==> src/rtl/ecc_log_pkg.sv <==
package ecc_log_pkg;
  // Register select encoding, shared by write and read ports
  typedef enum logic [1:0] {
    SEL_ALL = 2'd0,
    SEL_ND  = 2'd1,
    SEL_IE  = 2'd2,
    SEL_CAP = 2'd3
  } ecc_sel_e;

  // Positions 0..6 (RAM blocks), 8 and 10 (caches) are implemented
  localparam logic [31:0] DEF_FLAG_MASK = 32'h0000_057F;
  localparam int          DEF_ADDR_W    = 14;
endpackage

==> src/rtl/ecc_flag_bank.sv <==
module ecc_flag_bank #(
  parameter int           W    = 32,
  parameter logic [W-1:0] MASK = '1
) (
  input  logic         clk,
  input  logic         rst_n,
  input  logic [W-1:0] set_i,
  input  logic         clr_en,
  input  logic [W-1:0] clr_bits,
  output logic [W-1:0] flags_q
);
  logic [W-1:0] clr_v;
  logic [W-1:0] flags_d;
  logic         upd;

  // Set has priority over a write-1 clear on the same bit
  always_comb begin
    clr_v   = clr_en ? clr_bits : '0;
    flags_d = ((flags_q & ~clr_v) | set_i) & MASK;
    upd     = clr_en | (|set_i);
  end

  always_ff @(posedge clk or negedge rst_n) begin
    if (!rst_n)   flags_q <= '0;
    else if (upd) flags_q <= flags_d;
  end
endmodule

==> src/rtl/ecc_addr_capture.sv <==
module ecc_addr_capture #(
  parameter int ADDR_W = 14,
  localparam int HALF_W = ADDR_W + 2,
  localparam int CAP_W  = 2 * HALF_W
) (
  input  logic              clk,
  input  logic              rst_n,
  input  logic              cap_en,
  input  logic              is_tag,
  input  logic [ADDR_W-1:0] addr,
  input  logic              bank,
  output logic [CAP_W-1:0]  cap_q
);
  logic [HALF_W-1:0] half;
  logic [CAP_W-1:0]  cap_d;

  always_comb begin
    half  = {1'b1, bank, addr};
    cap_d = is_tag ? {half, {HALF_W{1'b0}}} : {{HALF_W{1'b0}}, half};
  end

  always_ff @(posedge clk or negedge rst_n) begin
    if (!rst_n)      cap_q <= '0;
    else if (cap_en) cap_q <= cap_d;
  end
endmodule

==> src/rtl/ecc_irq_merge.sv <==
module ecc_irq_merge #(
  parameter int W = 32
) (
  input  logic [W-1:0] flags,
  input  logic [W-1:0] enables,
  output logic         irq
);
  logic [W-1:0] hit;

  for (genvar i = 0; i < W; i++) begin : g_hit
    assign hit[i] = flags[i] & enables[i];
  end

  assign irq = |hit;
endmodule

==> src/rtl/ecc_err_logger.sv <==
module ecc_err_logger
  import ecc_log_pkg::*;
#(
  parameter int ADDR_W = DEF_ADDR_W,
  localparam int REG_W = 2 * (ADDR_W + 2),
  parameter logic [REG_W-1:0] FLAG_MASK = REG_W'(DEF_FLAG_MASK)
) (
  input  logic              clk,
  input  logic              rst_n,
  input  logic [REG_W-1:0]  ev_single,
  input  logic [REG_W-1:0]  ev_double,
  input  logic              ev_is_tag,
  input  logic [ADDR_W-1:0] ev_addr,
  input  logic              ev_bank,
  input  logic              wr_en,
  input  logic [1:0]        wr_sel,
  input  logic [REG_W-1:0]  wr_data,
  input  logic [1:0]        rd_sel,
  output logic [REG_W-1:0]  rd_data,
  output logic              irq
);
  logic [REG_W-1:0] any_set, nd_set;
  logic [REG_W-1:0] any_q, nd_q, ie_q, ie_d, cap_q;
  logic             clr_any, clr_nd, ie_we, cap_en;

  always_comb begin
    any_set = (ev_single | ev_double) & FLAG_MASK;
    nd_set  = ev_single & ~ev_double & FLAG_MASK;
    clr_any = wr_en && (wr_sel == SEL_ALL);
    clr_nd  = wr_en && (wr_sel == SEL_ND);
    ie_we   = wr_en && (wr_sel == SEL_IE);
    ie_d    = wr_data & FLAG_MASK;
    // capture locked while any all-errors flag is still set
    cap_en  = (|any_set) && (any_q == '0);
  end

  ecc_flag_bank #(.W(REG_W), .MASK(FLAG_MASK)) u_any (
    .clk(clk), .rst_n(rst_n), .set_i(any_set),
    .clr_en(clr_any), .clr_bits(wr_data), .flags_q(any_q)
  );

  ecc_flag_bank #(.W(REG_W), .MASK(FLAG_MASK)) u_nd (
    .clk(clk), .rst_n(rst_n), .set_i(nd_set),
    .clr_en(clr_nd), .clr_bits(wr_data), .flags_q(nd_q)
  );

  ecc_addr_capture #(.ADDR_W(ADDR_W)) u_cap (
    .clk(clk), .rst_n(rst_n), .cap_en(cap_en), .is_tag(ev_is_tag),
    .addr(ev_addr), .bank(ev_bank), .cap_q(cap_q)
  );

  always_ff @(posedge clk or negedge rst_n) begin
    if (!rst_n)     ie_q <= '0;
    else if (ie_we) ie_q <= ie_d;
  end

  ecc_irq_merge #(.W(REG_W)) u_irq (
    .flags(any_q), .enables(ie_q), .irq(irq)
  );

  always_comb begin
    unique case (rd_sel)
      SEL_ALL: rd_data = any_q;
      SEL_ND:  rd_data = nd_q;
      SEL_IE:  rd_data = ie_q;
      default: rd_data = cap_q;
    endcase
  end
endmodule

==> config.mk <==
export PLATFORM = sky130hd
export DESIGN_NAME = ecc_err_logger
export DESIGN_NICKNAME = d
export VERILOG_FILES = /design/src/rtl/ecc_log_pkg.sv /design/src/rtl/ecc_flag_bank.sv /design/src/rtl/ecc_addr_capture.sv /design/src/rtl/ecc_irq_merge.sv /design/src/rtl/ecc_err_logger.sv
export SDC_FILE = /design/constraint.sdc
export NUM_CORES = 1
export LEC_CHECK = 0
export ABC_AREA = 1
export BUFFER_PORTS_ARGS = -buffer_cell sky130_fd_sc_hd__buf_4
export CAP_MARGIN = 10
export CELL_PAD_IN_SITES_DETAIL_PLACEMENT = 1
export CELL_PAD_IN_SITES_GLOBAL_PLACEMENT = 2
export CORE_MARGIN = 5
export CORE_UTILIZATION = 26
export DETAILED_ROUTE_END_ITERATION = 7
export HOLD_SLACK_MARGIN = 0.02
export PLACE_DENSITY_LB_ADDON = 0.1
export SLEW_MARGIN = 20
export SYNTH_ARGS = -nofsm -noshare
export SYNTH_HDL_FRONTEND = slang
export SYNTH_SLANG_ARGS = --single-unit
==> constraint.sdc <==
create_clock -name clk -period 3.97 [get_ports clk]
set_input_delay 0.794 -clock clk [delete_from_list [all_inputs] [get_ports clk]]
set_output_delay 0.794 -clock clk [all_outputs]
set_load 0.02 [all_outputs]
* Yosys cells after proc, flatten, opt, wreduce, memory -nomap -nowiden *
Cells that the tools add are included.

storage, ports and cells
  register bits after elaboration = 59
  bits of input ports = 119
  output and inout port bits = 33
  logic and storage cells = 42

operators by class
  equal/unequal tests = 4
  multiplexer cells = 4
  bitwise gates (word level) = 20
  reductions and logical operators = 10

operator list
  operator                                                          number
  32-bit one-hot mux with 3 select lines                            1
  11-bit AND                                                        3
  11-bit inverter                                                   3
  11-bit bitwise OR                                                 3
  32-bit logical NOT                                                1
  32-bit 2-to-1 mux                                                 1
  9-bit OR reduction                                                3
  11-bit 2-to-1 mux                                                 2
  1-bit AND                                                         9
  2-bit by 1-bit == test with 1-bit output (second input constant)  2
  2-bit == test (second input constant)                             2
  1-bit logical AND                                                 4
  2-bit logical NOT                                                 2
  1-bit bitwise OR                                                  2

* Logic depth before layout (Yosys ltp) *
Gate-level depths: netlist (run 1).

  depth in word-level cells = 6
  gate-level depth with buffers = 8
  depth with buffers taken out = 7

* Modules after synthesis *
A second synthesis (run 1) with hierarchy kept.

second synthesis, totals
  cells, all modules = 605
  area, all modules = 3947.5 µm²

by module, submodules not included
  module            times used  cells each  area an instance (µm²)  sequential area each (µm²)
  ecc_err_logger    1           264         1357.6                  225.2
  ecc_addr_capture  1           138         1257.5                  800.8
  ecc_flag_bank     2           70          548.0                   225.2
  ecc_irq_merge     1           63          236.5                   0.0

* Least setup slack after synthesis (run 1) *
No wires, ideal clock.

  path type = input -> output
  start point = input port rd_sel[1]
  end point = output port rd_data[0]
  data arrival time = 1.614 ns
  data required time = 3.176 ns
  path slack = 1.562 ns
  cell stages on the path = 4
  path buffers = 0
  cells stage by stage = inv_1 -> nor2_1 -> inv_1 -> o2111ai_1

on the way
  cells in the longest elaborated chain, start to end = 2
  elaborated cells on any way between the ends = 4
  those cells by class = eq/ne: 2; mux: 1; reduce/logical: 1

RTL lines
  item                                        RTL line              source
  start: declaration                          ecc_err_logger.sv:18  input logic [1:0] rd_sel,
  2-bit == test (tied with other cells)       ecc_err_logger.sv:62  unique case (rd_sel)
  32-bit one-hot mux with 3 select lines (*)  ecc_err_logger.sv:62
  end: declaration                            ecc_err_logger.sv:19  output logic [REG_W-1:0] rd_data,

Mark *: on every way between the ends. The rest lies on a longest branch, timed or not.

* Final worst setup path (run 1) *
  start point = input port rd_sel[0]
  end point = output port rd_data[1]

Same word-level chain as after synthesis.

==> results of run 1 <==
[worst paths after layout]
check                             endpoint  slack (ns)  cells after the start
setup / recovery                rd_data[1]        1.16                      5
hold / removal             u_cap.cap_q[17]        0.48                      2
setup reg to reg           u_cap.cap_q[18]        1.87                      6
hold reg to reg            u_cap.cap_q[17]        0.48                      2
max in group asynchronous  u_cap.cap_q[27]        2.89                      1
min in group asynchronous  u_nd.flags_q[0]        0.55                      1
[sequential cells by signal, summed over array words and instances, names as in the netlist]
name and flops:
u_cap.cap_q 32, ie_q 9, u_any.flags_q 9, u_nd.flags_q 9
[where the power goes]
part	internal, mW	switching, mW	total (mW)	leakage (nW)
Sequential	0.627	0.0171	0.644	0.728
Combinational	0.0767	0.109	0.186	1.36
Clock	0.454	0.268	0.723	0.137
Total	1.16	0.395	1.55	2.22
[kinds of logic (layout without fill, tap and decap cells)]
kind of cell	count (synthesis)	count (layout)
flops	59	59
simple gates	253	253
buf+inv	97	181
compound gates	39	39
[worst min-delay path, cell delays in order, from the launching register on]
cell and delay, ns:
dfrtp_1 0.34, nand2_1 0.06, nand2_1 0.05
[per-layer routing]
layer / share of wire [%] / track usage, %
met1: 46 / 17.7
met2: 47 / 23.0
met3: 5.7 / 3.76
met4: 1.8 / 6.09
met5: 0 / 0
[cell type report]
cell class	count	area (sq um)	share of cell area [%]
Multi-Input combinational cell	292	1350	31.9
Clock buffer	14	264	6.22
Inverter	82	308	7.25
Sequential cell	59	1480	34.8
Tap cell	168	210	4.95
Clock inverter	2	10.0	0.236
Timing Repair Buffer	83	623	14.7
[cells in the final DEF (no fill, tap or decap), drive strengths merged]
cell	Yosys	layout
clkinv	2	4
nand3	36	36
o2111ai	2	2
buf	9	83
nor2	56	56
dfrtp	59	59
inv	80	80
o21ai	36	36
o21bai	1	1
nand4	8	8
nor3	2	2
clkbuf	6	14
nand2	150	150
or2	1	1
==> impl_metrics.json, run 1 <==
{
  "wl_per_cell_microns": 13.9,
  "max_cap_viol_count": 0,
  "yosys_warnings": 0,
  "cp.required_ns": 3.18,
  "critPathLaunch": "rd_sel[0]",
  "die_x_microns": 122,
  "grt_max_degree": 60,
  "antenna_cells": 0,
  "max_freq_mhz": 356,
  "htree_num_levels": 3,
  "finalCritPeriodShare_pct": 70.7,
  "fin_nets": 646,
  "clock_latency_ns": 0.33,
  "ant_nets": 0,
  "initial_core_util_pct": 26.8,
  "dr.first_iter.drc_count": 95,
  "place_ws_ns": 1.11,
  "cp.arrival_ns": 2.01,
  "drc_errors": 0,
  "period_needed_ns": 2.81,
  "hold-worst-slack_ns": 0.478,
  "synth_xor_xnor_area_share_pct": 0,
  "status": "completed",
  "path_buf_inv": 3,
  "synth_flop_cell": "dfrtp_1",
  "cts_buffers": 9,
  "netlist_top_cells_area": "dfrtp_1, nand2_1, inv_1, nor2_1, nand2_2",
  "slew_headroom_pct": 39.8,
  "crit_family": "simple AND/OR/NAND/NOR gates",
  "area_delta_synth_final_pct": 30.3,
  "fin_ws_ns": 1.16,
  "max_slew.worst_pin.slew_ns": 0.900,
  "ys_ff_latch": 59,
  "crit_top_cell": "buf_4",
  "dpl-instance-area_sq_mm": 0.00397,
  "core-area_sq_mm": 0.0122,
  "yosys.cell_types.count": 22,
  "post_cts_buffers": 0,
  "finalPower_mw": 1.55,
  "syn_area_sq_mm": 0.00326,
  "cts_sinks": 59,
  "grt_usage_pct": 14.2,
  "dp.cells": 684,
  "netlist_instances": 448,
  "nFillCells": 1556,
  "overflow": 0,
  "peakVddDrop_uv": 146,
  "worstSetupPathType": "in2out",
  "drt_wl_total_microns": 9740,
  "antenna_found_initial": 0,
  "synth_edf_count": 0,
  "synth-seq-area-share_pct": 45.3,
  "crit_path_max_fanout": 8,
  "drive_gt1_share_pct": 25.0,
  "num_vias": 2995,
  "critPathMaxStageDelay_ns": 0.53,
  "slowest_stage": "nor2_1",
  "min_from": "u_cap.cap_q[17]",
  "final.setup.tns_ns": 0,
  "power.leakage_nw": 2.22,
  "synth.most_common_cell": "nand2_1",
  "holdBufCountCts": 0,
  "finalHoldViolCount": 0,
  "startpoint_type": "input pin",
  "synth_top_area_cell": "dfrtp_1",
  "drt_first_pass_iters": 6,
  "grt_pass1_vias": 3160,
  "io_buffers": 82,
  "clk_pin_slew_ns": 0.05,
  "cts_resized": 0,
  "synthAdderAreaFrac_pct": 0,
  "synth_common_cells": "nand2_1, inv_1, dfrtp_1",
  "r2r-start": "u_any.flags_q[0]",
  "slew_viol_final": 0,
  "synth_top_family_by_area": "simple AND/OR/NAND/NOR gates",
  "final_util_pct": 34.9,
  "die-area_sq_mm": 0.0149,
  "hpwl_microns": 6990,
  "synth_compound_area_share_pct": 6.30,
  "io_pins": 152,
  "rsz0062_at_grt": "no",
  "pwr_density_cell_mw_per_mm2": 366,
  "syn_nets": 567,
  "grt_pass1_wl_microns": 16200,
  "skew_ns": 0.00338,
  "syn-mean-instance-area_sq_um": 7.27,
  "setup_viol": 0,
  "cts_tree": "built",
  "synth_simple_gate_area_share_pct": 35.3,
  "yosysTopAreaCellShare_pct": 45.3,
  "die_h_microns": 122,
  "via_per_inst": 4.28,
  "synth.mux.area_fraction_pct": 0,
  "min_path_type": "reg2reg",
  "async_flop_share_pct": 100,
  "cp_cell_sequence": "buf_4, nor2_1, inv_1, o2111ai_1, buf_4",
  "cts_root_buffer": "clkbuf_16",
  "rows": 40,
  "end_kind": "output pin",
  "fin_cells": 700,
  "gp_congestion": 0.733,
  "max-clock-path-buffers": 2,
  "fin_area_sq_mm": 0.00425
}
No activity file was read; power rests on OpenSTA's default activity.
==> run 2: changes to the inputs <==
--- a/config.mk
+++ b/config.mk
@@ -5,7 +5,7 @@
 export SDC_FILE = /design/constraint.sdc
 export NUM_CORES = 1
 export LEC_CHECK = 0
-export ABC_AREA = 1
+export ABC_AREA = 0
 export BUFFER_PORTS_ARGS = -buffer_cell sky130_fd_sc_hd__buf_4
 export CAP_MARGIN = 10
 export CELL_PAD_IN_SITES_DETAIL_PLACEMENT = 1
==> constraint.sdc (replaced) <==
create_clock -name clk -period 2.85 [get_ports clk]
set_input_delay 0.57 -clock clk [delete_from_list [all_inputs] [get_ports clk]]
set_output_delay 0.57 -clock clk [all_outputs]
set_load 0.02 [all_outputs]
==> run 2 against run 1 <==
Register-to-register slack lost 1.1 ns. Largest power group is now sequential cells. Combinational power grew 35%. Critical endpoint is now rd_data[10]. Final area shrank 10%. Critical path depth shrank 2. Area after synthesis shrank 11%. First-iteration DRC count shrank 18%. Clock power grew 0.6%. Synthesized cell count shrank 42%.
==> impl_metrics.json, run 2 <==
{
  "peakVddDrop_uv": 236,
  "io_buffers": 82,
  "setup_viol": 0,
  "drive_gt1_share_pct": 35.5,
  "holdBufCountCts": 0,
  "post_cts_buffers": 0,
  "grt_pass1_vias": 2601,
  "area_delta_synth_final_pct": 32.2,
  "fin_area_sq_mm": 0.00382,
  "slew_viol_final": 0,
  "dr.first_iter.drc_count": 78,
  "grt_usage_pct": 14.2,
  "dpl-instance-area_sq_mm": 0.00364,
  "min_path_type": "in2async",
  "status": "completed",
  "gp_congestion": 0.711,
  "rsz0062_at_grt": "no",
  "htree_num_levels": 3,
  "synth_common_cells": "dfrtp_1, nand2_1, o2bb2ai_1",
  "ant_nets": 0,
  "grt_pass1_wl_microns": 14400,
  "die_x_microns": 115,
  "synth_top_area_cell": "dfrtp_1",
  "cp.arrival_ns": 1.68,
  "max_cap_viol_count": 0,
  "die_h_microns": 115,
  "netlist_instances": 258,
  "period_needed_ns": 2.25,
  "initial_core_util_pct": 26.5,
  "grt_max_degree": 60,
  "num_vias": 2383,
  "fin_nets": 456,
  "core-area_sq_mm": 0.0109,
  "drc_errors": 0,
  "io_pins": 152,
  "syn_area_sq_mm": 0.00289,
  "synth_flop_cell": "dfrtp_1",
  "syn_nets": 377,
  "clk_pin_slew_ns": 0.07,
  "syn-mean-instance-area_sq_um": 11.2,
  "netlist_top_cells_area": "dfrtp_1, o2bb2ai_1, mux4_2, and3_1, nand3b_1",
  "ys_ff_latch": 59,
  "wl_per_cell_microns": 18.9,
  "pwr_density_cell_mw_per_mm2": 493,
  "cts_root_buffer": "clkbuf_8",
  "skew_ns": 0.00859,
  "final.setup.tns_ns": 0,
  "cts_sinks": 59,
  "hpwl_microns": 6180,
  "finalHoldViolCount": 0,
  "yosys_warnings": 0,
  "final_common_cell": "buf_4",
  "async_flop_share_pct": 100,
  "end_kind": "output pin",
  "layout_common_cells": "buf_4, dfrtp_1, nand2_1, o2bb2ai_1, and3_1",
  "drt_wl_total_microns": 9090,
  "max_slew.worst_pin.slew_ns": 0.804,
  "multi_input_area_sq_mm": 0.00129,
  "drt_first_pass_iters": 5,
  "yosysTopAreaCellShare_pct": 51.1,
  "max-clock-path-buffers": 2,
  "finalCritPeriodShare_pct": 79.0,
  "antenna_cells": 0,
  "cts_resized": 0,
  "rows": 38,
  "nFillCells": 1243,
  "startpoint_type": "input pin",
  "cts_buffers": 9,
  "worstSetupPathType": "in2out",
  "yosys.cell_types.count": 28,
  "power.leakage_nw": 1.76,
  "via_per_inst": 4.95,
  "overflow": 0,
  "cp.required_ns": 2.28,
  "synth.most_common_cell": "dfrtp_1",
  "largest_register_ffs": 32,
  "crit_path_max_fanout": 32,
  "regMostFlops": "u_cap.cap_q",
  "die-area_sq_mm": 0.0133,
  "max_freq_mhz": 444,
  "antenna_found_initial": 0,
  "cts_tree": "built",
  "clock_latency_ns": 0.33,
  "synth-seq-area-share_pct": 51.1,
  "slew_headroom_pct": 46.4,
  "synth_edf_count": 0,
  "regArea_sq_mm": 0.00148
}
-- run 2: cell types whose count changed in the layout (fill, tap and decap cells not counted), moves of 27 or more --
cell	delta
nand2_1	-89
nor2_1	-52
nand2_2	-30
o21ai_0	-27
inv_1	-70
o2bb2ai_1	+30
-- run 2: cell families after synthesis --
kind of cell | Yosys count | share of synthesized area, %
simple gates | 97 | 18.9
buf+inv | 30 | 4.16
mux | 20 | 11.3
compound gates | 52 | 14.6
flops | 59 | 51.1
-- run 2: routing by layer --
| metal | vias to the layer above | wire length, microns | track usage (%) |
|---|---|---|---|
| li1 | 1116 | - | - |
| met1 | 1208 | 4320 | 20.2 |
| met2 | 52 | 4370 | 21.9 |
| met3 | 7 | 330 | 2.82 |
| met4 | 0 | 69 | 4.23 |
| met5 | - | 0 | 0 |
-- run 2: area by class of cell --
class                           count  area share, %
Sequential cell                    59           38.7
Clock buffer                       12           3.54
Clock inverter                      3           1.05
Multi-Input combinational cell    169           33.9
Inverter                           10          0.983
Timing Repair Buffer               88           17.3
Tap cell                          140           4.59
-- run 2: final timing paths --
check / slack (ns) / end / depth (start not counted) / from
worst max-delay path: 0.60 / rd_data[10] / 3 / rd_sel[0]
max in group asynchronous: 1.99 / u_nd.flags_q[10] / 1 / rst_n
worst min-delay path: 0.33 / u_any.flags_q[1] / 1 / rst_n
worst min register to register: 0.48 / u_nd.flags_q[6] / 2 / u_nd.flags_q[6]
min in group clk: 0.44 / u_any.flags_q[0] / 2 / ev_double[0]
worst max register to register: 0.79 / u_cap.cap_q[19] / 5 / u_any.flags_q[4]
-- run 2: report_power, final --
part / switching [mW] / leakage (nW) / internal, mW
registers: 0.0281 / 0.716 / 0.875
logic: 0.124 / 0.958 / 0.128
clock network: 0.329 / 0.0902 / 0.398
-- run 2: critical path, cell delays in order --
cell and delay (ns):
buf_4 0.34, mux4_2 0.59, buf_4 0.18
-- run 2: stage by stage --
| stage | hold slack, ns | worst slack (ns) | std cells | util (%) | power (mW) |
|---|---|---|---|---|---|
| 3_3_place_gp | 0.467 | 0.507 | 466 | 33.5 | 1.18 |
| 2_1_floorplan | 0.274 | 0.425 | 258 | - | 1.03 |
| 4_1_cts | 0.359 | 0.569 | 481 | 35.1 | 1.92 |
| 6_report | 0.329 | 0.599 | 481 | 35.1 | 1.88 |
| 3_5_place_dp | 0.467 | 0.513 | 466 | 33.5 | 1.18 |
| 5_1_grt | 0.373 | 0.531 | 481 | 35.1 | 1.99 |
==> run 3: changes to the inputs <==
--- a/config.mk
+++ b/config.mk
@@ -11,7 +11,7 @@
 export CELL_PAD_IN_SITES_DETAIL_PLACEMENT = 1
 export CELL_PAD_IN_SITES_GLOBAL_PLACEMENT = 2
 export CORE_MARGIN = 5
-export CORE_UTILIZATION = 26
+export CORE_UTILIZATION = 24
 export DETAILED_ROUTE_END_ITERATION = 7
 export HOLD_SLACK_MARGIN = 0.02
 export PLACE_DENSITY_LB_ADDON = 0.1
==> constraint.sdc (replaced) <==
create_clock -name clk -period 1.9 [get_ports clk]
set_input_delay 0.38 -clock clk [delete_from_list [all_inputs] [get_ports clk]]
set_output_delay 0.38 -clock clk [all_outputs]
set_load 0.02 [all_outputs]
==> run 3 against run 2 <==
The flow now finishes with violations (negative setup slack). Wire length increased by 3.0%. Via count rose by 2.4%. Count of clock-buffer cells in the layout is 1 lower. Combinational power increased by 66%. Critical endpoint is now rd_data[2].
==> impl_metrics.json, run 3 (synthesis results as in run 2) <==
{
  "status": "finished, violations left",
  "violations": "negative setup slack",
  "initial_core_util_pct": 24.3,
  "finalPower_mw": 3.47,
  "dr.first_iter.drc_count": 78,
  "net-switching-power_uw": 794,
  "layout_common_cells": "buf_4, dfrtp_1, nand2_1, o2bb2ai_1, and3_1",
  "core-area_sq_mm": 0.0119,
  "cts_tree": "built",
  "max-clock-path-buffers": 2,
  "worstSetupPathType": "reg2out",
  "num_vias": 2440,
  "hpwl_microns": 6790,
  "final_common_cell": "buf_4",
  "rrSetupSlack_ns": 0.06,
  "grt_max_degree": 33,
  "die-area_sq_mm": 0.0143,
  "cp.arrival_ns": 1.57,
  "hold-worst-slack_ns": 0.271,
  "io_buffers": 82,
  "fin_nets": 482,
  "cts_sinks": 59,
  "drive_gt1_share_pct": 40.5,
  "drt_wl_total_microns": 9370,
  "antenna_found_initial": 0,
  "switching_share_pct": 22.8,
  "pwr-share-clk_pct": 48.9,
  "internal_power_mw": 2.68,
  "combPwrFrac_pct": 12.0,
  "max_freq_mhz": 514,
  "cts_buffers": 9,
  "slew_viol_final": 0,
  "power.leakage_nw": 1.97,
  "finalHoldViolCount": 0,
  "via_per_inst": 4.74,
  "slew_headroom_pct": 66.4,
  "reg2reg_depth": 7,
  "fin_ws_ns": -0.0457,
  "min_path_type": "in2reg",
  "skew_ns": 0.00706,
  "grt_pass1_wl_microns": 15100,
  "gp_congestion": 0.771,
  "drc_errors": 0,
  "clk_pin_slew_ns": 0.05,
  "area_delta_synth_final_pct": 47.0,
  "die_x_microns": 120,
  "peakVddDrop_uv": 321,
  "rows": 40,
  "io_pins": 152,
  "largest_register_ffs": 32,
  "htree_num_levels": 3,
  "holdPathStages": 2,
  "clock_latency_ns": 0.32,
  "setup_viol": 3,
  "final.setup.tns_ns": -0.103,
  "final_util_pct": 35.7,
  "max_slew.worst_pin.slew_ns": 0.504,
  "pwr_density_cell_mw_per_mm2": 818,
  "overflow": 0,
  "cp.required_ns": 1.52,
  "grt_pass1_vias": 2715,
  "antenna_cells": 0,
  "die_h_microns": 120,
  "max_cap_viol_count": 0,
  "grt_usage_pct": 13.5,
  "finalCritPeriodShare_pct": 102,
  "period_needed_ns": 1.95,
  "drt_first_pass_iters": 4,
  "crit_path_max_fanout": 2,
  "p_seq_share_pct": 39.1,
  "regMostFlops": "u_cap.cap_q",
  "wl_per_cell_microns": 18.2,
  "cts_root_buffer": "clkbuf_16",
  "end_kind": "output pin",
  "rsz0062_at_grt": "yes",
  "ant_nets": 0,
  "startpoint_type": "flop"
}
-- run 3: cell types whose count changed in the layout (fill, tap and decap cells not counted), moves of 3 or more --
cell       delta
buf_6         +9
clkbuf_16     +9
clkbuf_8      -9
buf_12        +3
buf_4        +13
-- run 3: path summary, 6_finish.rpt --
path                                  start          endpoint
max                        u_any.flags_q[2]        rd_data[2]
min                            ev_single[0]  u_any.flags_q[0]
max reg2reg                u_any.flags_q[0]   u_cap.cap_q[23]
min reg2reg                 u_cap.cap_q[16]   u_cap.cap_q[16]
max in group asynchronous             rst_n  u_any.flags_q[6]
min in group asynchronous             rst_n   u_nd.flags_q[2]
-- run 3: cell type report --
| type | count | area, sq um |
|---|---|---|
| clock inverter | 5 | 77.6 |
| clock buffer | 11 | 233 |
| timing repair buffer | 114 | 930 |
| multi-input combinational | 169 | 1310 |
| tap | 147 | 184 |
| sequential | 59 | 1480 |
| fill | 1359 | 7660 |
| inverter | 10 | 37.5 |
-- run 3: power by group through the flow --
| stage | clock, mW | sequential [mW] | combinational (mW) |
|---|---|---|---|
| floorplan | 0 | 1.36 | 0.186 |
| global placement | 0 | 1.38 | 0.415 |
| detailed placement | 0 | 1.38 | 0.416 |
| CTS | 1.75 | 1.36 | 0.423 |
| global route | 1.82 | 1.37 | 0.460 |
| finish | 1.70 | 1.36 | 0.418 |
-- run 3: timing repair --
item,in CTS,in global routing
buffers inserted,1,5
resized for setup,3,8
hold buffers,1,0
endpoints found under the hold margin,27,0
pin swaps,3,3
setup endpoints to repair,33,35
-- run 3: layer usage --
metal  routed length, microns  part of all wire (%)  GRT usage, %  vias up
li1                         -                     -             -     1174
met1                     4380                    47          18.1     1216
met2                     4600                    49          22.0       41
met3                      289                   3.1          2.54        9
met4                      100                   1.1          4.51        0
met5                        0                     0             0        -
-- run 3: metrics by stage --
stage / area (sq um) / setup slack [ns] / cells
2_1_floorplan: 2890 / 0.0160 / 258
3_3_place_gp: 3830 / -0.0476 / 492
3_5_place_dp: 3830 / -0.0522 / 492
4_1_cts: 4180 / -0.0928 / 510
5_1_grt: 4250 / -0.124 / 515
6_report: 4250 / -0.0457 / 515
-- run 3: worst max-delay path, stage by stage (launching register included) --
cell and delay [ns]:
dfrtp_1 0.38, buf_6 0.12, buf_4 0.12, mux4_2 0.47, buf_6 0.15
